`config.mk`:
```
export PLATFORM = sky130hd
export DESIGN_NAME = keyed_wdt
export DESIGN_NICKNAME = d
export VERILOG_FILES = /design/src/rtl/wdt_pkg.sv /design/src/rtl/wdt_prescaler.sv /design/src/rtl/wdt_pulse.sv /design/src/rtl/wdt_ovf_flag.sv /design/src/rtl/keyed_wdt.sv
export SDC_FILE = /design/constraint.sdc
export NUM_CORES = 1
export LEC_CHECK = 0
export BUFFER_PORTS_ARGS = -buffer_cell sky130_fd_sc_hd__clkbuf_2
export CORE_MARGIN = 4
export CORE_UTILIZATION = 60
export CTS_CLUSTER_DIAMETER = 80
export DETAILED_ROUTE_END_ITERATION = 8
export PLACE_DENSITY = 0.85
export REMOVE_ABC_BUFFERS = 1
export SYNTH_ARGS = -nofsm -noshare
export SYNTH_HDL_FRONTEND = slang
export SYNTH_SLANG_ARGS = --single-unit
```
`constraint.sdc`:
```
create_clock -name clk -period 4.9 [get_ports clk]
set_input_delay 0.49 -clock clk [delete_from_list [all_inputs] [get_ports clk]]
set_output_delay 0.49 -clock clk [all_outputs]
set_load 0.005 [all_outputs]
```
`src/rtl/wdt_pkg.sv`:
```
package wdt_pkg;

    localparam int DATA_W = 8;

    localparam logic [7:0]  KEY_CTRL  = 8'hA5;
    localparam logic [7:0]  KEY_DATA  = 8'h5A;
    localparam logic [15:0] FLAG_CLR  = 16'hA500;

    localparam logic [2:0] OFS_CTRL = 3'd0;
    localparam logic [2:0] OFS_CNT  = 3'd2;
    localparam logic [2:0] OFS_RCTL = 3'd4;

    typedef struct packed {
        logic       wd_mode;
        logic       run_en;
        logic [2:0] sel;
    } ctrl_t;

    typedef struct packed {
        logic ovf;
        logic rst_en;
    } rctl_t;

    // log2 of the prescale ratio for each clock select
    function automatic logic [3:0] sel_shift(input logic [2:0] sel);
        case (sel)
            3'd0:    return 4'd0;
            3'd1:    return 4'd6;
            3'd2:    return 4'd7;
            3'd3:    return 4'd8;
            3'd4:    return 4'd9;
            3'd5:    return 4'd10;
            3'd6:    return 4'd12;
            default: return 4'd14;
        endcase
    endfunction

endpackage

```
`src/rtl/wdt_prescaler.sv`:
```
module wdt_prescaler
    import wdt_pkg::*;
#(
    parameter int PRE_W = 14
) (
    input  logic       clk,
    input  logic       rst,
    input  logic       run,
    input  logic       restart,
    input  logic [2:0] sel,
    output logic       tick
);
    localparam int LW = PRE_W + 1;

    logic [PRE_W-1:0] pre_q;
    logic [LW-1:0]    limit;

    always_comb begin
        limit = (LW'(1) << sel_shift(sel)) - LW'(1);
        tick  = run && !restart && ({1'b0, pre_q} == limit);
    end

    always_ff @(posedge clk) begin
        if (rst || !run || restart || tick)
            pre_q <= '0;
        else
            pre_q <= pre_q + 1'b1;
    end
endmodule

```
`src/rtl/wdt_pulse.sv`:
```
module wdt_pulse #(
    parameter int LEN = 16
) (
    input  logic clk,
    input  logic rst,
    input  logic fire,
    output logic active,
    output logic last
);
    localparam int CW = $clog2(LEN + 1);

    logic [CW-1:0] left_q;

    always_ff @(posedge clk) begin
        if (rst)
            left_q <= '0;
        else if (left_q != '0)
            left_q <= left_q - 1'b1;
        else if (fire)
            left_q <= CW'(LEN);
    end

    assign active = (left_q != '0);
    assign last   = (left_q == CW'(1));
endmodule

```
`src/rtl/wdt_ovf_flag.sv`:
```
module wdt_ovf_flag (
    input  logic clk,
    input  logic rst,
    input  logic set_i,
    input  logic seen_rd,
    input  logic clr_req,
    output logic flag,
    output logic armed
);
    always_ff @(posedge clk) begin
        if (rst) begin
            flag  <= 1'b0;
            armed <= 1'b0;
        end else if (set_i) begin
            flag  <= 1'b1;
            armed <= 1'b0;
        end else if (clr_req && armed) begin
            flag  <= 1'b0;
            armed <= 1'b0;
        end else if (seen_rd && flag) begin
            armed <= 1'b1;
        end
    end
endmodule

```
`src/rtl/keyed_wdt.sv`:
```
module keyed_wdt
    import wdt_pkg::*;
#(
    parameter int PRE_W     = 14,
    parameter int PULSE_LEN = 16
) (
    input  logic        clk,
    input  logic        rst,
    input  logic        bus_wr,
    input  logic        bus_rd,
    input  logic [2:0]  bus_addr,
    input  logic [15:0] bus_wdata,
    output logic [15:0] bus_rdata,
    output logic        sys_reset_o
);
    logic [7:0]        key;
    logic [DATA_W-1:0] wlo;
    logic              ctrl_we, cnt_we, rctl_we, clr_req, flag_rd;
    logic              run, tick, ovf_evt, pulse_last, ovf_flag, flag_armed;
    logic              run_en;

    ctrl_t             ctrl_q;
    logic              rst_en_q;
    logic [DATA_W-1:0] cnt_q;

    assign key     = bus_wdata[15:8];
    assign wlo     = bus_wdata[DATA_W-1:0];
    assign ctrl_we = bus_wr && (bus_addr == OFS_CTRL) && (key == KEY_CTRL);
    assign cnt_we  = bus_wr && (bus_addr == OFS_CNT)  && (key == KEY_DATA);
    assign rctl_we = bus_wr && (bus_addr == OFS_RCTL) && (key == KEY_DATA);
    assign clr_req = bus_wr && (bus_addr == OFS_RCTL) && (bus_wdata == FLAG_CLR);
    assign flag_rd = bus_rd && (bus_addr == OFS_RCTL);
    assign run     = ctrl_q.wd_mode && ctrl_q.run_en;
    assign run_en  = ctrl_q.run_en;
    assign ovf_evt = tick && (cnt_q == '1);

    wdt_prescaler #(.PRE_W(PRE_W)) u_pre (
        .clk     (clk),
        .rst     (rst),
        .run     (run),
        .restart (cnt_we),
        .sel     (ctrl_q.sel),
        .tick    (tick)
    );

    wdt_pulse #(.LEN(PULSE_LEN)) u_pulse (
        .clk    (clk),
        .rst    (rst),
        .fire   (ovf_evt && rst_en_q),
        .active (sys_reset_o),
        .last   (pulse_last)
    );

    wdt_ovf_flag u_flag (
        .clk     (clk),
        .rst     (rst),
        .set_i   (ovf_evt),
        .seen_rd (flag_rd),
        .clr_req (clr_req),
        .flag    (ovf_flag),
        .armed   (flag_armed)
    );

    always_ff @(posedge clk) begin
        if (rst) begin
            ctrl_q <= '0;
        end else begin
            if (ctrl_we)
                ctrl_q <= '{wd_mode: wlo[6], run_en: wlo[5], sel: wlo[2:0]};
            if (pulse_last)
                ctrl_q.run_en <= 1'b0;
        end
    end

    always_ff @(posedge clk) begin
        if (rst)
            cnt_q <= '0;
        else if (cnt_we)
            cnt_q <= wlo;
        else if (tick)
            cnt_q <= cnt_q + 1'b1;
    end

    always_ff @(posedge clk) begin
        if (rst)
            rst_en_q <= 1'b0;
        else if (rctl_we)
            rst_en_q <= wlo[6];
    end

    always_comb begin
        case (bus_addr)
            OFS_CTRL: bus_rdata = {8'h00, 1'b0, ctrl_q.wd_mode, ctrl_q.run_en, 2'b00, ctrl_q.sel};
            OFS_CNT:  bus_rdata = {8'h00, cnt_q};
            OFS_RCTL: bus_rdata = {8'h00, ovf_flag, rst_en_q, 6'b000000};
            default:  bus_rdata = 16'h0000;
        endcase
    end
endmodule

```
; After elaboration in Yosys (flattened, before gate mapping)
; Index checks and enable logic that the tools add are counted.
[totals]
ff_bits = 35
inputBits = 23
out_inout_bits = 17
[classes]
n_addsub = 4
n_eq_ne = 14
n_shift = 1
mux = 8
n_reduce_logical = 28
[ops]
columns = operator, count
row1 = $pmux W4 S7, 1
row2 = $pmux W8 S3, 1
row3 = $eq A16 B16 Y1 const B, 1
row4 = $eq A8 B8 Y1 const B, 2
row5 = $mux W8, 2
row6 = $eq A14 B15 Y1, 1
row7 = $logic_and A1 B1 Y1, 15
row8 = $shl A1 B4 Y15 const A, 1
row9 = $sub A15 B2 Y15 const B, 1
row10 = $add A14 B1 Y14 const B, 1
row11 = $eq A3 B3 Y1 const B, 4
row12 = $mux W5, 2
row13 = $eq A3 B2 Y1 const B, 3
row14 = $add A8 B1 Y8 const B, 1
row15 = $eq A8 B7 Y1 const B, 1
row16 = $logic_not A3 Y1, 2
row17 = $reduce_bool A2 Y1, 3
row18 = $eq A5 B1 Y1 const B, 1
row19 = $reduce_bool A5 Y1, 1
row20 = $sub A5 B1 Y5 const B, 1
row21 = $eq A3 B1 Y1 const B, 1
row22 = $logic_or A1 B1 Y1, 3
row23 = $reduce_or A3 Y1, 1
row24 = $logic_not A1 Y1, 2
row25 = 2 further kinds, 3

; Logic depth before layout (Yosys ltp)
; Gate-level depths: netlist (run 1).
[logic_depth]
word_depth = 10
mapped_depth = 13
mapped_depth_nobuf = 10

; By module
; From an unflattened synthesis (run 1), not the netlist that was laid out.
[hier_totals]
hier_cells = 289
area_unflattened_um2 = 2503.7
[by_module_without_submodules]
columns = mod, n_inst, cells_each, area_each_um2
row1 = wdt_prescaler, 1, 138, 1148.6
row2 = keyed_wdt, 1, 116, 978.4
row3 = wdt_pulse, 1, 28, 280.3
row4 = wdt_ovf_flag, 1, 7, 96.3

; Least setup slack after synthesis (run 1)
; OpenSTA, ideal clock, no wires.
[synth_path]
path_type = register to register
startpoint = reg ctrl_q[0] (netlist bit)
endpoint = reg cnt_q[1]
arrival_time_ns = 2.533
t_required_ns = 4.762
path_slack_ns = 2.229
path_stages_with_launch = 14
n_path_buf = 3
synth_period_minus_slack_ns = 2.671
cell_sequence = dfxtp_1 buf_6 nor3_2 inv_1 ha_1 buf_4 and3_1 nor4_1 o22ai_1 nor4_4 and2_1 buf_6 mux2i_1 a211oi_1
[synth_via]
elab_chain_cells = 7
[synth_lines]
columns = element, line
row1 = "start, declared", keyed_wdt.sv:22  ; ctrl_t ctrl_q;
row2 = "start signal, assigned", keyed_wdt.sv:69  ; ctrl_q <= '{wd_mode: wlo[6], run_en: wlo[5], sel: wlo[2:0]};
row3 = $eq A3 B3 Y1 (tied with other cells), wdt_pkg.sv:26  ; case (sel)
row4 = $pmux W4 S7 *, wdt_pkg.sv:26
row5 = $shl A1 B4 Y15 *, wdt_prescaler.sv:19  ; limit = (LW'(1) << sel_shift(sel)) - LW'(1);
row6 = $sub A15 B2 Y15 *, wdt_prescaler.sv:19
row7 = $eq A14 B15 Y1 *, wdt_prescaler.sv:20  ; tick = run && !restart && ({1'b0, pre_q} == limit);
row8 = $logic_and A1 B1 Y1 *, wdt_prescaler.sv:20
row9 = $reduce_bool A2 Y1 (no line) *, -
row10 = "end signal, assigned", keyed_wdt.sv:79  ; cnt_q <= wlo;
row11 = "end signal, assigned", keyed_wdt.sv:81  ; cnt_q <= cnt_q + 1'b1;
row12 = "end, declared", keyed_wdt.sv:24  ; logic [DATA_W-1:0] cnt_q;
; Mark *: on every way between the ends. The rest lies on a longest branch, timed or not.
; A chain may end at the register's enable or synchronous reset.

; Worst setup path after layout (run 1)
[layout_path]
startpoint = reg ctrl_q[2] (netlist bit)
endpoint = reg cnt_q[1]
; Same word-level chain as after synthesis.

==> summary by stage, run 1 <==
Power and ir drop
Dividing total power by cell area gives a power density of 264 mW/mm^2. The highest ir drop seen on vdd is 0.285 mV. The total power of the final layout is 0.641 mW. The standby leakage power is 1.04 nW.

Placement
The detailed placement HPWL is 3670 um. The number of I/O port buffers is 31. The global placement routability congestion is 0.841. Before CTS, the worst setup slack after placement is 1.71 ns. The post-place instance area is 0.00233 mm^2.

Clock tree
The clock-pin slew reported for the worst setup and hold paths after clock tree synthesis is 0.07 ns. Post-CTS timing repair inserted 0 buffers for setup. Buffers inserted during clock tree synthesis total 5. Post-CTS repair changed the size of 0 cells. The latest clock arrival within the worst-skew pair is 0.29 ns. The H-tree generated during clock tree synthesis spans 2 levels.

TritonCTS built the clock tree. The clock net in this run drives a total of 35 sinks. The number of buffers inserted by hold repair at cts is 0. No sink is reached through more buffers than the 2 on the longest clock path. The buffer cell driving the clock tree root is sky130_fd_sc_hd__clkbuf_8.

Yosys
The sequential area share after synthesis is 31.1%. The number of warnings reported in the yosys synthesis log is 0. Summing the areas of all compound-gate instances in the mapped netlist gives 12.8% of the synthesized area. The total of flip-flops plus latches after synthesis is 35. Among all flip-flop cells after synthesis, the most frequent one is sky130_fd_sc_hd__dfxtp_1. By area, the combinational part of the netlist is dominated by simple AND/OR/NAND/NOR gates. After synthesis the cells add up to 0.00225 mm^2. Of the post-synthesis cell area, the part taken by muxes is 5.33%. The count of flip-flops with a built-in enable after synthesis is 0. The unique cell type count in the Yosys netlist is 53.

The post-synthesis adder-cell area fraction is 2.78%. After Yosys synthesis, XOR and XNOR cells account for 8.17% of the synthesized area. The synthesized instance count is 280. Of all flip-flops after synthesis, the portion carrying an async set or reset was 0%.

The synthesized netlist devotes 30.6% of its cell area to simple gates. The mean instance size in the synthesized netlist is 8.04 um^2.

STA
The worst path needs 3.21 ns of the cycle, external delays included. The final hold violation count is 0. The final max-slew violation count is 0.

The actual slew at the worst max-slew pin is 0.670 ns. The maximum clock skew at final layout is 0.00415 ns. In the post-route analysis, the smallest setup slack over all paths is 1.69 ns. Headroom to the max-slew limit came out at 55.2%.

The setup TNS after final layout is 0 ns. The fmax is 312 MHz. The number of failing setup endpoints in the final timing report is 0. The final critical-path share of the clock period is 65.4%.

Setup repair after global routing left no endpoint under its margin.

Worst hold path
The classification of the worst-slack hold path is reg -> reg.

Route
In this run the remaining antenna-violating nets after routing total 0. Across all layers, the routed design uses 2018 vias. For this block, the initial DRC count from the detailed router was 142.

The detailed-routing iteration count for the pre-antenna-repair pass is 4. The average via count per standard cell is 5.82. For this run, design rule violations remaining after detail routing come to 0.

The routed wire length per instance is 14.4 um. After detailed routing, the total wire length is 5000 um.

Worst setup path
The worst setup path is captured at a register. STA classifies the critical path startpoint as a register. The worst-path maximum fanout is 19.

The worst endpoint data arrival time is 3.35 ns. The critical path is of the reg -> reg type. STA puts the critical path data required time at 5.04 ns.

Global route
The initial antenna violation count was 0. The first global-routing pass estimated 8330 um of wire. Across every metal layer, demand over resource in global routing totals 21.1%. The largest net degree at the start of global routing is 24. The total overflow left after global routing is 0.

The via count of the first global-routing pass is 1813.

Run status
The flow ran to the end, and the final reports show no timing, DRC or antenna violations.

Layout
Cells fill 70.1% of the core in the end. The area growth from synthesis to layout is 8.00%. The summed area of non-filler cells in the final layout is 0.00243 mm^2. The net count of the finished layout is 328. The library cells used most frequently in the layout, excluding fill and tap cells, are sky130_fd_sc_hd__nor2_1, sky130_fd_sc_hd__dfxtp_1, sky130_fd_sc_hd__clkbuf_2, sky130_fd_sc_hd__xor2_1, sky130_fd_sc_hd__nand2_1. The share of cells above drive strength 1 is 15.0%.

The library cell used most frequently in the layout, excluding fill and tap cells, is sky130_fd_sc_hd__nor2_1. The final antenna diode count is 0.

Floorplanning
The boundary pin count is 40. The x dimension of the die is 69.3 um. Measured along the y axis, the die boundary spans 69.3 um. The overall die area is 0.00480 mm^2. In this run the core area contains 21 standard-cell rows.

The core outline area is 0.00347 mm^2. The initial utilization of the core area, before any placement, comes to 64.9%.

Job
The tool flagged a number of max-cap violations equal to 0.
-- per-layer routing --
| layer | vias to the layer above | track usage (%) | share of wire [%] |
|---|---|---|---|
| met1 | 928 | 26.7 | 44 |
| met5 | - | 0 | 0 |
| met2 | 64 | 34.3 | 47 |
| li1 | 1013 | - | - |
| met3 | 13 | 3.91 | 5.3 |
| met4 | 0 | 9.98 | 2.8 |
-- power breakdown --
part / total (mW) / internal, mW / switching, mW
Combinational: 0.105 / 0.0442 / 0.0610
Sequential: 0.307 / 0.296 / 0.0109
Clock: 0.229 / 0.128 / 0.101
Total: 0.641 / 0.469 / 0.173
-- registers in the layout, summed over array words and instances, names as in the netlist --
register and flops:
u_flag.armed 1, u_flag.flag 1, u_pre.pre_q 14, u_pulse.left_q 5, cnt_q 8, ctrl_q 4, rst_en_q 1, run_en 1
-- kinds of logic after synthesis --
family / Yosys count
xor gates and xnor gates: 21
other: 2
DFF: 35
buffers and inverters: 36
adders and majority gates: 5
AOI/OAI and AO/OA: 41
muxes: 12
and+or+nand+nor: 128
-- critical path: stages (launching register included) --
cell                       delay [ns]
sky130_fd_sc_hd__dfxtp_1         0.72
sky130_fd_sc_hd__nor3_2          0.14
sky130_fd_sc_hd__inv_1           0.08
sky130_fd_sc_hd__ha_1            0.31
sky130_fd_sc_hd__and4bb_1        0.27
sky130_fd_sc_hd__nor4_1          0.25
sky130_fd_sc_hd__o22ai_1         0.16
sky130_fd_sc_hd__nor4_4          0.47
sky130_fd_sc_hd__and2_1          0.35
sky130_fd_sc_hd__mux2i_1         0.22
sky130_fd_sc_hd__a211oi_1        0.09
-- metrics by stage --
step                instances  hold slack, ns
finish                    347           0.485
global route              347           0.503
CTS                       347           0.485
detailed placement        339           0.476
global placement          339           0.467
floorplan                 262           0.447
-- final timing paths --
kind,to,from,cells past startpoint,slack (ns)
setup / recovery,cnt_q[1],ctrl_q[2],10,1.69
hold / removal,u_flag.flag,u_flag.flag,2,0.49
setup reg to reg,cnt_q[1],ctrl_q[2],10,1.69
hold reg to reg,u_flag.flag,u_flag.flag,2,0.49
-- cells in the mapped netlist (3+ instances only) --
cell type	instances	area, um^2
sky130_fd_sc_hd__nor2_1	46	173
sky130_fd_sc_hd__dfxtp_1	35	701
sky130_fd_sc_hd__nand2_1	15	56.3
sky130_fd_sc_hd__xor2_1	15	131
sky130_fd_sc_hd__nand3_1	13	65.1
sky130_fd_sc_hd__mux2i_1	12	120
sky130_fd_sc_hd__and3_1	11	68.8
sky130_fd_sc_hd__inv_1	11	41.3
sky130_fd_sc_hd__a211oi_1	10	75.1
sky130_fd_sc_hd__buf_4	10	75.1
sky130_fd_sc_hd__nand4_1	8	50.1
sky130_fd_sc_hd__a21oi_1	7	35.0
sky130_fd_sc_hd__clkbuf_1	7	26.3
sky130_fd_sc_hd__xnor2_1	6	52.6
sky130_fd_sc_hd__ha_1	5	62.6
sky130_fd_sc_hd__and2_1	4	25.0
sky130_fd_sc_hd__buf_2	4	20.0
sky130_fd_sc_hd__nor3_1	4	20.0
sky130_fd_sc_hd__nor4_1	4	25.0
sky130_fd_sc_hd__o21ai_0	4	20.0
sky130_fd_sc_hd__buf_6	3	33.8
sky130_fd_sc_hd__nand4b_1	3	26.3
sky130_fd_sc_hd__o21ai_1	3	15.0
sky130_fd_sc_hd__or3_1	3	18.8
-- area by class of cell --
cell class | count | area (um^2)
multi-input cells | 216 | 1380
fillers | 287 | 1040
flip-flops and latches | 35 | 701
repair buffers | 31 | 155
clock buffers | 8 | 100
well taps | 46 | 57.6
inverters | 11 | 41.3
(Power assumes the default switching activity.)
==> run 2: changes to the inputs <==
Settings changed: CORE_UTILIZATION 60 to 56, PLACE_DENSITY 0.85 to 0.8.
Clock period 4.9 ns to 3.05 ns, I/O delays scaled along.
==> run 2 against run 1 <==
Net effect: final area is 1.9% higher; sequential power is 61% higher; global-route usage is 0.32 points higher; core utilization is 4.4 points lower; die area is 6.3% higher; clock power is 84% higher; combinational power is 61% higher; register-to-register slack worse by 1.5 ns; count of clock-buffer cells in the layout is 3 lower; critical endpoint is now u_pulse.left_q[1]; largest cell class unchanged; highest routed layer unchanged.
==> summary by stage, run 2 (synthesized netlist as in run 1, its figures left out) <==
Clock tree
The number of buffers added by the clock tree synthesis step was 5 (unchanged). The number of buffers inserted by hold repair at cts is 0 (unchanged). The clock-pin slew reported for the worst setup and hold paths after clock tree synthesis is 0.08 ns (about the same). The maximum count of clock buffers along a single path is 2 (unchanged). The maximum level of the CTS H-tree is 2 (unchanged).

The buffer cell driving the clock tree root is sky130_fd_sc_hd__clkbuf_8. The clock tree from TritonCTS is yes. The TritonCTS sink count is 35 (unchanged). The total of cells resized after clock tree synthesis is 0 (unchanged).

The number of buffers inserted by post-CTS setup repair is 0 (unchanged). The latest clock arrival within the worst-skew pair is 0.29 ns (about the same).

Layout
The final design utilization is 65.7% (-4.4 points). The final standard cell count with taps included and fillers excluded is 353 (+1.7%). The summed area of non-filler cells in the final layout is 0.00248 mm^2 (+1.9%). The layout-stage area growth over the synthesis result is 10.0%. In the layout the commonest cells are sky130_fd_sc_hd__nor2_1, sky130_fd_sc_hd__dfxtp_1, sky130_fd_sc_hd__clkbuf_2, sky130_fd_sc_hd__xor2_1, sky130_fd_sc_hd__nand2_1. The flip-flop count of the largest register, all copies and words added is 14 (unchanged).

The largest registers in the layout are u_pre.pre_q: 14 flops, cnt_q: 8 flops, u_pulse.left_q: 5 flops. Leaving out fill and tap cells, the most frequent cell in the layout is sky130_fd_sc_hd__nor2_1. The net count reported at finish is 332 (+1.2%). The final antenna diode count is 0 (unchanged). Counting flops per register, the top entry is u_pre.pre_q. The count of filler cells inserted in the layout is 330 (+15%). The share of cells above drive strength 1 was 16.4% (+1.4 points).

Route
The via count of the routed design is 2045 (+1.3%). The average via count per standard cell was 5.79 (-0.38%). The remaining number of nets flagged by the antenna check after routing was 0 (unchanged). The detailed-routing iteration count for the pre-antenna-repair pass is 4 (unchanged). The number of violations reported at the end of detailed-routing iteration 0 came to 147 (+3.5%). The number of design rule violations left after detail routing is 0 (unchanged). The routed wire length per instance is 14.7 um (+1.9%). The aggregate routed wire length was 5190 um (+3.7%).

Global route
The leftover overflow at the end of global routing came to 0 (unchanged). The initial antenna violation count is 0 (unchanged). The first-pass GRT wire length came to 8940 um (+7.3%). The total global-route track usage is 21.4% (+0.32 points).

The largest net degree at the start of global routing came to 24 (unchanged). The via count of the first global-routing pass is 1990 (+9.8%).

Placement
The number of I/O port buffers is 31 (unchanged). The global placement routability congestion came to 0.889 (+5.8%). The detailed placement HPWL is 3750 um (+2.1%). The post-place instance area is 0.00236 mm^2 (+1.4%).

The count of placed standard cells including taps is 345 (+1.8%).

Run status
The flow ran to the end, and the final reports show no timing, DRC or antenna violations.

Power and ir drop
The fraction of power spent switching nets is 27.2% (+0.27 points). The net switching power of the design is 0.295 mW (+71%). The power density over the cells is 438 mW/mm^2 (+66%). The standby leakage power is 1.07 nW (+2.6%). The combinational fraction of design power is 15.6% (-0.8 points). The share of total power in the clock network came to 38.9% (+3.2 points). The internal power is 0.790 mW (+69%).

The total power of the final layout is 1.09 mW (+69%). The highest ir drop seen on vdd is 0.243 mV (-15%). The sequential power share is 45.5% (-2.4 points).

Floorplanning
The core outline area is 0.00377 mm^2 (+8.7%). The die span in y was 71.4 um (+3.1%). The number of cell rows came to 22 (+4.8%). The boundary pin count is 40 (unchanged).

The overall die area came to 0.00510 mm^2 (+6.3%). The x dimension of the die is 71.4 um (+3.1%). The initial core utilization was 59.7% (-5.2 points).

Worst setup path
The type of element launching the critical path is a register. The category of the worst setup path capture point is a register. The worst endpoint data arrival time is 2.98 ns (-0.37 ns). The critical path is of the reg -> reg type.

The worst-path maximum fanout is 10 (-9). The required time reported for the critical path endpoint is 3.21 ns (-1.83 ns).

STA
The maximum clock skew at final layout is 0.00575 ns (+0.00160 ns). The normalized max-slew margin is 63.7% (+8.5 points). Setup repair after global routing left no endpoint under its margin. The fmax is 355 MHz (+14%). The final max-slew violation count is 0 (unchanged). The setup TNS after final layout is 0 ns (unchanged).

The post-route minimum period is 2.82 ns (-0.386 ns). The number of failing setup endpoints in the final timing report is 0 (unchanged). The final critical-path share of the clock period is 92.4% (+27 points). The actual slew at the worst max-slew pin is 0.542 ns (-0.128 ns). The final hold violation count is 0 (unchanged).

Job
The number of max-capacitance violations reported came to 0 (unchanged).

Worst hold path
The classification of the worst-slack hold path is in -> reg.
==> run 2: worst max-delay path: stages (launching register included) <==
cell and delay, ns:
sky130_fd_sc_hd__dfxtp_1 0.33, sky130_fd_sc_hd__nor3_2 0.23, sky130_fd_sc_hd__inv_1 0.07, sky130_fd_sc_hd__ha_1 0.30, sky130_fd_sc_hd__and3_1 0.25, sky130_fd_sc_hd__nor4_1 0.35
sky130_fd_sc_hd__o22ai_1 0.17, sky130_fd_sc_hd__nor4_4 0.34, sky130_fd_sc_hd__and2_1 0.34, sky130_fd_sc_hd__and3_1 0.23, sky130_fd_sc_hd__o32ai_1 0.09
==> run 2: power by group through the flow <==
stage / Combinational, mW / Clock [mW] / Sequential (mW)
floorplan: 0.111 / 0 / 0.499
global placement: 0.164 / 0 / 0.502
detailed placement: 0.168 / 0 / 0.504
CTS: 0.169 / 0.431 / 0.493
global route: 0.191 / 0.446 / 0.497
finish: 0.169 / 0.422 / 0.494
==> run 2: worst paths after layout <==
kind | slack (ns) | endpoint | depth (start not counted) | from
max | 0.23 | u_pulse.left_q[1] | 10 | ctrl_q[2]
min | 0.30 | cnt_q[3] | 3 | bus_wdata[3]
max reg2reg | 0.23 | u_pulse.left_q[1] | 10 | ctrl_q[2]
min reg2reg | 0.50 | u_pulse.left_q[4] | 2 | u_pulse.left_q[4]
==> run 2: through the flow <==
stage / hold slack, ns / setup WS [ns]
finish: 0.298 / 0.231
global placement: 0.466 / 0.375
CTS: 0.293 / 0.175
detailed placement: 0.494 / 0.245
floorplan: 0.374 / 0.340
global route: 0.322 / 0.0715
==> run 2: layout make-up <==
class / count / area (um^2) / area share (%)
flip-flops and latches: 35 / 701 / 28.3
well taps: 48 / 60.1 / 2.42
clock buffers: 5 / 68.8 / 2.78
repair buffers: 35 / 185 / 7.47
clock inverters: 3 / 43.8 / 1.77
inverters: 11 / 41.3 / 1.67
multi-input cells: 216 / 1380 / 55.6
==> run 2: metal layers <==
| metal | global-route usage, % | routed length [um] | vias to the layer above |
|---|---|---|---|
| met2 | 36.0 | 2570 | 69 |
| met1 | 26.2 | 2220 | 952 |
| met3 | 4.63 | 308 | 9 |
| met4 | 8.98 | 88 | 0 |
| li1 | - | - | 1015 |
| met5 | 0 | 0 | - |
